$ cat config.mk
export PLATFORM = sky130hd
export DESIGN_NAME = steer_sem
export DESIGN_NICKNAME = d
export VERILOG_FILES = /design/src/rtl/steer_sem.sv
export SDC_FILE = /design/constraint.sdc
export NUM_CORES = 1
export LEC_CHECK = 0
export BUFFER_PORTS_ARGS = -buffer_cell sky130_fd_sc_hd__buf_4
export CAP_MARGIN = 20
export CORE_ASPECT_RATIO = 1.5
export CORE_MARGIN = 5
export CORE_UTILIZATION = 24
export DETAILED_ROUTE_END_ITERATION = 10
export PLACE_DENSITY = 0.84
export SLEW_MARGIN = 5
export SYNTH_ARGS = -nofsm -noshare
export SYNTH_HDL_FRONTEND = slang
export SYNTH_SLANG_ARGS = --single-unit
$ cat constraint.sdc
create_clock -name clk -period 1.3 [get_ports clk]
set_input_delay 0.13 -clock clk [delete_from_list [all_inputs] [get_ports clk]]
set_output_delay 0.13 -clock clk [all_outputs]
set_load 0.005 [all_outputs]
$ cat src/rtl/steer_sem.sv
module steer_sem #(
  parameter int DW = 32,
  parameter bit A_WINS = 1'b1
) (
  input  logic          clk,
  input  logic          rst_n,
  input  logic          a_rd,
  input  logic          a_wr,
  input  logic [DW-1:0] a_wdata,
  output logic [DW-1:0] a_rdata,
  input  logic          b_rd,
  input  logic          b_wr,
  input  logic [DW-1:0] b_wdata,
  output logic [DW-1:0] b_rdata,
  output logic [1:0]    owner,
  output logic          a_granted,
  output logic          b_granted
);
  localparam logic [1:0] FREE  = 2'b00;
  localparam logic [1:0] HOLDA = 2'b01;
  localparam logic [1:0] HOLDB = 2'b10;

  logic [1:0] own_q, own_d;
  logic is_free, take_a, take_b, rel_a, rel_b;
  logic wdata_unused;

  assign is_free = (own_q == FREE);
  assign take_a  = is_free && a_rd && (A_WINS || !b_rd);
  assign take_b  = is_free && b_rd && (!A_WINS || !a_rd);
  assign rel_a   = (own_q == HOLDA) && a_wr && a_wdata[0];
  assign rel_b   = (own_q == HOLDB) && b_wr && b_wdata[0];

  always_comb begin
    own_d = own_q;
    if (take_a)             own_d = HOLDA;
    else if (take_b)        own_d = HOLDB;
    else if (rel_a || rel_b) own_d = FREE;
  end

  always_ff @(posedge clk) begin
    if (!rst_n) own_q <= FREE;
    else        own_q <= own_d;
  end

  assign a_rdata   = {{(DW-1){1'b0}}, a_rd && (take_a || own_q == HOLDA)};
  assign b_rdata   = {{(DW-1){1'b0}}, b_rd && (take_b || own_q == HOLDB)};
  assign a_granted = take_a;
  assign b_granted = take_b;
  assign owner     = own_q;
  assign wdata_unused = ^{a_wdata[DW-1:1], b_wdata[DW-1:1]};
endmodule

==> impl_results.md <==
* Clock buffer count from CTS at 3
* Pwr per Cell Area at 651 mW/mm2
* Top-area cell type share of the netlist area at 0.777
* P_int at around 220 uW
* Endpoint class of the critical path: primary output
* RSZ-0062 raised after global routing: no
* Critical Path Max Stage Delay at 0.37 ns
* Status: finished, final reports clean
* Post-synth top area cell: buf_4
* Worst-Skew Late Latency at 0.22 ns
* Initial antenna violation count at 0
* Yosys cell types at 10
* Storage element area at 41.3 um2
* Critical Path, Cell by Cell: nor4b_4 -> buf_4
* Multi-input gate area at 325 um2
* First-pass GRT wire length at 1190 um
* Leak Pwr at 0.331 nW
* Clk slew on worst S/H paths at 0.03 ns
* Fin. max-slew vios at 0
* R2R Setup Slk at 0.39 ns
* Routed Antenna Nets at 0
* Worst R2R End: owner[1]
* R2R depth at 2
* Clock tree from TritonCTS: yes
* Layout filler cell count at 300
* Switch Pwr at around 110 uW
* MaxCap Viol Count at 0
* Final WL at 941 um
* Clk sink count at 2
* Minimum clock period at 1.17 ns
* Layout Area Growth over Synthesis at -13.8%
* Min-Delay Endpoint: owner[1]
* Routed WL per cell at 8.18 um
* Final Setup Violations at 0
* Mapped cell area at approximately 600 um2
* Sequential power share at 0.248
* Min-Delay Startpoint: rst_n
* Fmax at 0.851 GHz
* Sequential share of the synthesized area at 0.0668
* Syn avg cell area at 7.89 um2
* Via count at 339
* H-tree levels at 1
* Buffers on Ports at 13
* Clock Power Share at 0.397
* Worst hold path class: in -> reg
* Synth top area cells: buf_4 78%, dfxtp_1 6.7%, nor4b_4 4.0%, and3b_1 2.9%, nor2b_1 2.1%
* Critical path data arrival time at 1.04 ns
* Vias in the first global route at 296
* Fin crit share at 0.904
* DRC Markers at 0
* Post-CTS Hold Buffers at 0
* Cells after Synth at 76
* Comb power frac at 0.354
* Cell family with most CP delay: flip-flops
* Max reg flops at 2
* CTS root buf: clkbuf_4
* Total gr overflow at 0
* Sw frac at 0.341
* Pre-Repair DR Iteration Count at 1
* Fin Setup TNS at 0 ns
* Power, Total at 337 uW
* Post-Route Skew at 0.00102 ns
* Slowest CP cell: dfxtp_1
* Die Span Y at a little over 70 um
* Startpoint types: register
* Num rows at 22
* Hold Path Cell Cnt at 2
* Antenna diodes at 0
* Final hold vios at 0
* Seq cells post-synth at 2
* DRT iter0 DRCs at 0
* CTS Buffer Depth at 2
* Core area at 0.00242 mm2
* Initial Utilization at 0.247
* Nets at approximately 160
* Share of layout cells above drive strength 1 at 0.209
* Routed vias/inst at 2.95
* Critical path required time at 1.17 ns
* Total GRT Usage at 0.0460
* Post-CTS setup buffer count at 0
* CP Max Fanout at 7
* Pin count of the biggest net entering global routing at 8
* Worst reg2reg path startpoint: owner[0]
* Die X at 50.8 um
* Warnings from Yosys at 0
* Max VDD drop at 0.252 mV
* Ports at 138
* Buf/Inv on CP at 1
* Crit Path Class: reg -> out
* RePlAce Congestion at 0.545
* Die area at 0.00362 mm2
[final cells by class]
type                       count  share of cell area
multi-input combinational     73               0.630
sequential                     2              0.0799
clock buffer                   3              0.0436
timing repair buffer          13               0.189
tap                           24              0.0581
[worst register-to-register path, delay by kind of cell (launching register included)]
kind	cells	cell delay, ns
AO/OA/AOI/OAI	1	0.15
flip-flops	1	0.46
AND/OR/NAND/NOR	1	0.22
[cells in the final DEF, fill, tap and decap left out, drive strengths merged]
cell type,instances
nand2,3
nor4b,1
nor3b,1
dfxtp,2
nor2b,2
and3b,2
conb,62
o2bb2ai,1
clkbuf,3
buf,13
o32ai,1
[metrics by stage]
step / instance area (um2) / setup WS [ns] / hold slack [ns] / cells / util
finish: 517 / 0.125 / 0.161 / 115 / 0.213
CTS: 513 / 0.0355 / 0.159 / 115 / 0.212
global placement: 490 / 0.314 / 0.369 / 112 / 0.202
floorplan: 828 / 0.418 / 0.247 / 137 / -
global route: 517 / 0.0422 / 0.181 / 115 / 0.213
detailed placement: 490 / 0.281 / 0.395 / 112 / 0.202
[cells by family after synthesis]
| kind of cell | share of synthesized area |
|---|---|
| compound gates | 0.0292 |
| other cells | 0.00626 |
| buf+inv | 0.777 |
| flops | 0.0668 |
| simple gates | 0.121 |
[per-layer routing]
metal,up-vias,part of all wire,track usage
li1,144,-,-
met2,58,0.38,0.0552
met5,-,0,0
met1,137,0.29,0.0477
met3,0,0.33,0.0568
met4,0,0,0.0170
[power by group through the flow]
stage | clock network [mW] | registers (mW) | logic [mW]
2_1_floorplan | 0 | 0.0817 | 0.199
3_3_place_gp | 0 | 0.0832 | 0.111
3_5_place_dp | 0 | 0.0835 | 0.115
4_1_cts | 0.146 | 0.0828 | 0.115
5_1_grt | 0.155 | 0.0860 | 0.138
6_report | 0.134 | 0.0836 | 0.119
[what timing repair did]
item,CTS,global route
gates resized for setup,0,2
setup endpoints to repair,0,2
endpoints found under the hold margin,0,0
[how the worst max path moves through the flow]
stage | startpoint | end | slack [ns] | cells after the start
finish | owner[0] | b_granted | 0.13 | 2
global route | owner[1] | a_granted | 0.04 | 3
CTS | owner[1] | a_granted | 0.04 | 3
detailed placement | owner[1] | a_granted | 0.28 | 3
global placement | owner[1] | b_rdata[0] | 0.31 | 3
floorplan | owner[1] | b_rdata[0] | 0.42 | 2
[cell usage after synthesis]
master     instances
nand2_1            3
nor2b_1            2
and3b_1            2
o2bb2ai_1          1
o32ai_1            1
conb_1             1
buf_4             62
dfxtp_1            2
nor4b_4            1
nor3b_1            1
(Power assumes the default switching activity.)
